[src/rtl/blkrx_pkg.sv]
package blkrx_pkg;
  localparam logic [15:0] CRC_POLY = 16'h1021;
  localparam logic [15:0] CRC_SEED = 16'hFFFF;

  typedef struct packed {
    logic [7:0] data;
    logic       perr;
    logic       ferr;
  } rx_char_t;

  function automatic logic [15:0] crc_step(input logic [15:0] c, input logic [7:0] d);
    logic [15:0] r;
    r = c;
    for (int i = 7; i >= 0; i--) begin
      logic fb;
      fb = r[15] ^ d[i];
      r  = {r[14:0], 1'b0};
      if (fb) r = r ^ CRC_POLY;
    end
    return r;
  endfunction
endpackage

[src/rtl/blkrx_sampler.sv]
module blkrx_sampler
  import blkrx_pkg::*;
#(
  parameter int OSR = 16
) (
  input  logic     clk,
  input  logic     rst,
  input  logic     tick,
  input  logic     en,
  input  logic     rxd,
  input  logic     par_en,
  input  logic     par_odd,
  output logic     vld,
  output rx_char_t chr
);
  localparam int CW  = $clog2(OSR);
  localparam int MID = OSR / 2;

  logic [1:0]    sync;
  logic          act;
  logic [CW-1:0] cnt;
  logic [3:0]    bitn;
  logic          v0, v1, pbit;
  logic [7:0]    sh;
  logic          maj;
  logic [3:0]    last_bit;

  assign maj      = (v0 & v1) | (v0 & sync[1]) | (v1 & sync[1]);
  assign last_bit = par_en ? 4'd10 : 4'd9;

  always_ff @(posedge clk) begin
    if (rst) begin
      sync <= 2'b11;
      act  <= 1'b0;
      cnt  <= '0;
      bitn <= '0;
      v0   <= 1'b1;
      v1   <= 1'b1;
      pbit <= 1'b0;
      sh   <= '0;
      vld  <= 1'b0;
      chr  <= '0;
    end else begin
      sync <= {sync[0], rxd};
      vld  <= 1'b0;
      if (!en) begin
        act <= 1'b0;
      end else if (tick) begin
        if (!act) begin
          if (!sync[1]) begin
            act  <= 1'b1;
            cnt  <= '0;
            bitn <= '0;
          end
        end else begin
          cnt <= (cnt == CW'(OSR - 1)) ? '0 : cnt + 1'b1;
          if (cnt == CW'(OSR - 1)) bitn <= bitn + 1'b1;
          if (cnt == CW'(MID - 1)) v0 <= sync[1];
          if (cnt == CW'(MID))     v1 <= sync[1];
          if (cnt == CW'(MID + 1)) begin
            if (bitn == 4'd0) begin
              if (maj) act <= 1'b0;          // false start
            end else if (bitn <= 4'd8) begin
              sh <= {maj, sh[7:1]};
            end else if (bitn == last_bit) begin
              act      <= 1'b0;
              vld      <= 1'b1;
              chr.data <= sh;
              chr.ferr <= ~maj;
              chr.perr <= par_en & ((^sh) ^ pbit ^ par_odd);
            end else begin
              pbit <= maj;
            end
          end
        end
      end
    end
  end

  assert_idle_when_off_R11: assert property (@(posedge clk) disable iff (rst)
    !en |=> !vld);
  assert_single_pulse_R3: assert property (@(posedge clk) disable iff (rst)
    vld |=> !vld);
endmodule

[src/rtl/blkrx_crc16.sv]
module blkrx_crc16
  import blkrx_pkg::*;
(
  input  logic        clk,
  input  logic        rst,
  input  logic        init,
  input  logic        upd,
  input  logic [7:0]  din,
  output logic [15:0] crc
);
  always_ff @(posedge clk) begin
    if (rst || init) crc <= CRC_SEED;
    else if (upd)    crc <= crc_step(crc, din);
  end

  assert_seed_after_init_R9: assert property (@(posedge clk) disable iff (rst)
    init |=> (crc == CRC_SEED));
endmodule

[src/rtl/blkrx_pktbuf.sv]
module blkrx_pktbuf
  import blkrx_pkg::*;
#(
  parameter int DEPTH = 4,
  parameter int LEN_W = 6
) (
  input  logic             clk,
  input  logic             rst,
  input  logic             vld,
  input  rx_char_t         chr,
  input  logic [LEN_W-1:0] len_m,
  input  logic             crc_on,
  input  logic [15:0]      crc,
  input  logic             rd_stb,
  input  logic             err_clr,
  output logic             crc_init,
  output logic             crc_upd,
  output logic [7:0]       rd_data,
  output logic             buf_full,
  output logic             pkt_end,
  output logic             err_par,
  output logic             err_frm,
  output logic             err_ovr,
  output logic             err_crc
);
  localparam int PW = $clog2(DEPTH);
  localparam int FW = $clog2(DEPTH + 1);

  logic [7:0]       mem [DEPTH];
  logic [FW-1:0]    fill;
  logic [PW-1:0]    rptr;
  logic [LEN_W-1:0] bidx;
  logic [1:0]       chk;
  logic [7:0]       chk_hi;

  logic locked, in_chk, store, last, pop, mismatch;
  assign locked   = buf_full | pkt_end;
  assign in_chk   = (chk != 2'd0);
  assign store    = vld & ~in_chk & ~locked;
  assign last     = (bidx == len_m);
  assign pop      = rd_stb & locked & (fill != '0);
  assign mismatch = ({chk_hi, chr.data} != crc);
  assign crc_upd  = store & crc_on;
  assign crc_init = ~crc_on | (vld & (chk == 2'd2));

  always_ff @(posedge clk) begin
    if (store) mem[fill[PW-1:0]] <= chr.data;
  end

  always_ff @(posedge clk) begin
    if (rst)      rd_data <= '0;
    else if (pop) rd_data <= mem[rptr];
  end

  always_ff @(posedge clk) begin
    if (rst) begin
      fill <= '0; rptr <= '0; bidx <= '0; chk <= '0; chk_hi <= '0;
      buf_full <= 1'b0; pkt_end <= 1'b0;
      err_par <= 1'b0; err_frm <= 1'b0; err_ovr <= 1'b0; err_crc <= 1'b0;
    end else begin
      if (store) begin
        fill <= fill + 1'b1;
        if (fill == FW'(DEPTH - 1)) buf_full <= 1'b1;
        if (last) begin
          pkt_end <= 1'b1;
          bidx    <= '0;
          if (crc_on) chk <= 2'd1;
        end else begin
          bidx <= bidx + 1'b1;
        end
      end else if (pop) begin
        fill <= fill - 1'b1;
        rptr <= rptr + 1'b1;
        if (fill == FW'(1)) begin
          buf_full <= 1'b0;
          pkt_end  <= 1'b0;
          rptr     <= '0;
        end
      end
      if (vld && in_chk) begin
        if (chk == 2'd1) begin
          chk_hi <= chr.data;
          chk    <= 2'd2;
        end else begin
          chk <= 2'd0;
        end
      end
      if (err_clr) begin
        err_par <= 1'b0; err_frm <= 1'b0; err_ovr <= 1'b0; err_crc <= 1'b0;
      end else begin
        if (vld && chr.perr) err_par <= 1'b1;
        if (vld && chr.ferr) err_frm <= 1'b1;
        if (vld && !in_chk && locked) err_ovr <= 1'b1;
        if (vld && chk == 2'd2 && mismatch) err_crc <= 1'b1;
      end
    end
  end

  assert_fill_bound_R4: assert property (@(posedge clk) disable iff (rst)
    fill <= FW'(DEPTH));
  assert_full_on_store_R4: assert property (@(posedge clk) disable iff (rst)
    $rose(buf_full) |-> $past(store));
  assert_lock_nonempty_R6: assert property (@(posedge clk) disable iff (rst)
    locked |-> (fill != '0));
  assert_no_read_unlocked_R6: assert property (@(posedge clk) disable iff (rst)
    (rd_stb && !locked) |=> $stable(rd_data));
  assert_overrun_drop_R7: assert property (@(posedge clk) disable iff (rst)
    (vld && !in_chk && locked && !rd_stb && !err_clr) |=> (err_ovr && $stable(fill)));
  assert_err_clear_R10: assert property (@(posedge clk) disable iff (rst)
    err_clr |=> !(err_par | err_frm | err_ovr | err_crc));
endmodule

[src/rtl/block_uart_rx.sv]
module block_uart_rx
  import blkrx_pkg::*;
#(
  parameter int OSR   = 16,
  parameter int DEPTH = 4,
  parameter int LEN_W = 6
) (
  input  logic             clk,
  input  logic             rst,
  input  logic             os_tick,
  input  logic             rx_en,
  input  logic             rxd,
  input  logic [LEN_W-1:0] cfg_len_m,
  input  logic             cfg_par_en,
  input  logic             cfg_par_odd,
  input  logic             cfg_crc_en,
  input  logic             err_clr,
  input  logic             rd_stb,
  output logic [7:0]       rd_data,
  output logic             buf_full,
  output logic             pkt_end,
  output logic             err_par,
  output logic             err_frm,
  output logic             err_ovr,
  output logic             err_crc,
  output logic             irq
);
  logic        chr_vld, crc_on, crc_init, crc_upd;
  rx_char_t    chr;
  logic [15:0] crc;

  assign crc_on = cfg_crc_en & ~cfg_par_en;   // parity takes priority

  blkrx_sampler #(.OSR(OSR)) u_samp (
    .clk(clk), .rst(rst), .tick(os_tick), .en(rx_en), .rxd(rxd),
    .par_en(cfg_par_en), .par_odd(cfg_par_odd), .vld(chr_vld), .chr(chr)
  );

  blkrx_crc16 u_crc (
    .clk(clk), .rst(rst), .init(crc_init), .upd(crc_upd), .din(chr.data), .crc(crc)
  );

  blkrx_pktbuf #(.DEPTH(DEPTH), .LEN_W(LEN_W)) u_buf (
    .clk(clk), .rst(rst), .vld(chr_vld), .chr(chr), .len_m(cfg_len_m),
    .crc_on(crc_on), .crc(crc), .rd_stb(rd_stb), .err_clr(err_clr),
    .crc_init(crc_init), .crc_upd(crc_upd), .rd_data(rd_data),
    .buf_full(buf_full), .pkt_end(pkt_end), .err_par(err_par),
    .err_frm(err_frm), .err_ovr(err_ovr), .err_crc(err_crc)
  );

  assign irq = buf_full | pkt_end;

  assert_irq_tracks_flags_R12: assert property (@(posedge clk) disable iff (rst)
    $rose(irq) |-> ($rose(buf_full) || $rose(pkt_end)));
endmodule

[config.mk]
export PLATFORM = sky130hd
export DESIGN_NAME = block_uart_rx
export DESIGN_NICKNAME = d
export VERILOG_FILES = /design/src/rtl/blkrx_pkg.sv /design/src/rtl/blkrx_sampler.sv /design/src/rtl/blkrx_crc16.sv /design/src/rtl/blkrx_pktbuf.sv /design/src/rtl/block_uart_rx.sv
export SDC_FILE = /design/constraint.sdc
export NUM_CORES = 1
export LEC_CHECK = 0
export BUFFER_PORTS_ARGS = -buffer_cell sky130_fd_sc_hd__buf_2
export CELL_PAD_IN_SITES_DETAIL_PLACEMENT = 1
export CELL_PAD_IN_SITES_GLOBAL_PLACEMENT = 2
export CORE_MARGIN = 2
export CORE_UTILIZATION = 43
export CTS_CLUSTER_DIAMETER = 80
export DETAILED_ROUTE_END_ITERATION = 10
export PLACE_DENSITY = 0.89
export SLEW_MARGIN = 20
export SYNTH_ARGS = -nofsm -noshare
export SYNTH_HDL_FRONTEND = slang
export SYNTH_SLANG_ARGS = --single-unit
[constraint.sdc]
create_clock -name clk -period 2.5 [get_ports clk]
set_clock_uncertainty 0.05 [all_clocks]
set_input_delay 0.5 -clock clk [delete_from_list [all_inputs] [get_ports clk]]
set_output_delay 0.5 -clock clk [all_outputs]
set_load 0.03 [all_outputs]
==> results.ini <==
[cts]
cts_sinks = 116
ctsRootBufferMaster = sky130_fd_sc_hd__clkbuf_16
post_cts_resized = 0
clock_insertion_delay_worst_skew_ns = 0.42
clk_transition_reported_paths_ns = 0.05
cts_inserted_buffers = 17
postCtsHoldBufs = 0
post_cts_buffers = 0
cts_tree = built
htreeDepth = 4
max-clock-path-buffers = 2

[floorplanning]
num_rows = 40
fp.dieArea_sq_um = 12930
die_height_microns = 113.7
start_util_pct = 43.64
pin_count = 31
floorplan.core_area_sq_um = 11860
die_w_microns = 113.7

[yosys]
synth_seq_area_share_pct = 51.05
commonest_register_cell_after_synthesis = sky130_fd_sc_hd__dfxtp_1
ys_types = 49
yosysWarnings = 0
register_bit_count_reported_by_yosys = 116
synthesis.area_per_instance_sq_um = 10.48
syn_nets = 522
synthesis.instances = 494
synth_area_sq_um = 5176
share_of_synthesized_registers_carrying_an_async_set_or_reset_pct = 0
synth_enable_flop_cells = 32

[critical_path]
critical_path_class = reg2out
crit_fanout = 7
critical_path_rt_ns = 1.95
end_kind = output port
worstPathArrival_ns = 1.56
startpoint_type = register

[placement]
port_buffers = 30
dp_hpwl_microns = 7932
place_congestion = 0.7707

[global_route]
groute.usage.overall_pct = 18.97
grt_first_pass_wirelength_microns = 18970
grt_pass1_vias = 3731
antenna_found_initial = 0
grt_max_degree = 31
grt_overflow = 0

[worst_hold_path]
min_path_type = in2reg

[route]
drc = 0
drt.antenna.violating_nets = 0
detailedRoute.firstIterationViolations = 168
per_cell_routed_wire_length_microns = 16.51
detailed_route_via_count = 3614
post_drt_via_cell_ratio = 5.284
wl_microns = 11290
drt_pass1_iterations = 4

[finish]
syn_to_final_growth_pct = 15.86
antennaDiodeCount = 0
drive_gt1_share_pct = 15.27
fin_util_pct = 50.56
post_layout_net_count = 553

[timing]
final.min_clock_period_ns = 2.106
drv_slew = 0
report.final.hold_viol_count = 0
maxSlewHeadroom_pct = 34.25
rsz0062_at_grt = no
worstMarginPinSlew_ns = 0.9862
final.period_utilization_pct = 84.23
final-setup-viol-count = 0
max_freq_ghz = 0.4749
timing.setup.tns_ns = 0

[power_and_ir_drop]
post_layout_total_power_w = 0.004380
ir_drop_worst_case_vdd_mv = 0.6140
static-leakage-power_nw = 2.282
power-per-cell-area_nw_per_um2 = 730.4

[run]
max-cap-violations = 0

[status]
outcome = complete, no violations

## cell families after synthesis
group / share of synthesized area [%]
muxes: 7.155
adders and majority gates: 3.094
DFF: 51.05
buffers and inverters: 3.046
and+or+nand+nor: 16.53
xor gates and xnor gates: 10.42
AOI/OAI and AO/OA: 8.702
## final timing paths
| check | start | endpoint | slack [ns] | cells past startpoint |
|---|---|---|---|---|
| max | u_buf.buf_full | irq | 0.39 | 3 |
| min | rxd | u_samp.sync[0] | 0.22 | 2 |
| max reg2reg | u_samp.vld | u_crc.crc[7] | 0.45 | 5 |
| min reg2reg | u_samp.sync[0] | u_samp.sync[1] | 0.37 | 1 |
## flip-flops by register name, indices dropped and copies added (netlist names), 2 cells and up
signal         cells
u_buf.bidx         6
u_buf.chk          2
u_buf.chk_hi       8
u_buf.fill         3
u_buf.mem         32
u_buf.rd_data      8
u_buf.rptr         2
u_crc.crc         16
u_samp.bitn        4
u_samp.chr        10
u_samp.cnt         4
u_samp.sh          8
u_samp.sync        2
## stage by stage
stage	setup slack (ns)	instances	hold WS, ns	cell area [sq um]
2_1_floorplan	0.6815	494	0.3395	5176
3_3_place_gp	0.5545	653	0.3480	5424
3_5_place_dp	0.4514	653	0.3581	5424
4_1_cts	0.3902	684	0.2079	5997
5_1_grt	0.2780	684	0.2020	5997
6_report	0.3943	684	0.2210	5997
## worst max-delay path: stages, from the launching register on
cell and delay, ns:
sky130_fd_sc_hd__dfxtp_1 0.32, sky130_fd_sc_hd__nor2_1 0.40, sky130_fd_sc_hd__inv_1 0.20, sky130_fd_sc_hd__buf_2 0.22
## cell usage after synthesis, drive strengths merged (5+ instances only)
| cell | n | area [sq um] |
|---|---|---|
| and3 | 8 | 50.05 |
| o21ai | 8 | 40.04 |
| a21oi | 33 | 165.2 |
| inv | 11 | 41.29 |
| clkbuf | 8 | 30.03 |
| edfxtp | 32 | 960.9 |
| nor3 | 10 | 60.06 |
| xor2 | 31 | 271.5 |
| ha | 12 | 150.1 |
| xnor2 | 28 | 245.2 |
| nand2 | 71 | 269.0 |
| mux2i | 19 | 190.2 |
| dfxtp | 84 | 1682 |
| nand3 | 15 | 80.08 |
| nor2 | 38 | 142.6 |
| nor4 | 5 | 31.28 |
| nor3b | 7 | 63.81 |
| o211ai | 13 | 122.6 |
| mux4 | 8 | 180.2 |
| buf | 14 | 86.33 |
## power breakdown
group / switching, W / total (W) / leakage [nW] / internal (W)
sequential: 0.00000636 / 0.00193 / 0.898 / 0.00193
combinational: 0.0000456 / 0.0000745 / 1.11 / 0.0000288
clock: 0.000831 / 0.00237 / 0.273 / 0.00154
## routing by layer
layer	vias up	wire length [microns]	GRT usage, %	part of all wire [%]
met4	0	186	6.341	1.6
met2	44	5555	30.94	49
li1	1789	-	-	-
met3	13	324	6.217	2.9
met5	-	0	0	0
met1	1768	5226	23.89	46
## layout make-up
type	instances	area (sq um)
fill	1295	5864
tap	147	183.9
timing repair buffer	34	180.2
sequential	116	2643
inverter	11	41.29
clock inverter	12	140.1
multi-input combinational	345	2376
clock buffer	19	432.9
## placed cells by master (no fill, tap or decap), types with 11 or more instances in the layout
| cell | n |
|---|---|
| sky130_fd_sc_hd__xnor2_1 | 28 |
| sky130_fd_sc_hd__nand2_1 | 70 |
| sky130_fd_sc_hd__a21oi_1 | 33 |
| sky130_fd_sc_hd__nand3_1 | 14 |
| sky130_fd_sc_hd__ha_1 | 12 |
| sky130_fd_sc_hd__mux2i_1 | 19 |
| sky130_fd_sc_hd__inv_1 | 11 |
| sky130_fd_sc_hd__edfxtp_1 | 32 |
| sky130_fd_sc_hd__xor2_1 | 31 |
| sky130_fd_sc_hd__nor2_1 | 38 |
| sky130_fd_sc_hd__clkbuf_16 | 17 |
| sky130_fd_sc_hd__buf_2 | 30 |
| sky130_fd_sc_hd__dfxtp_1 | 84 |
Power figures use the tool's default switching activity.
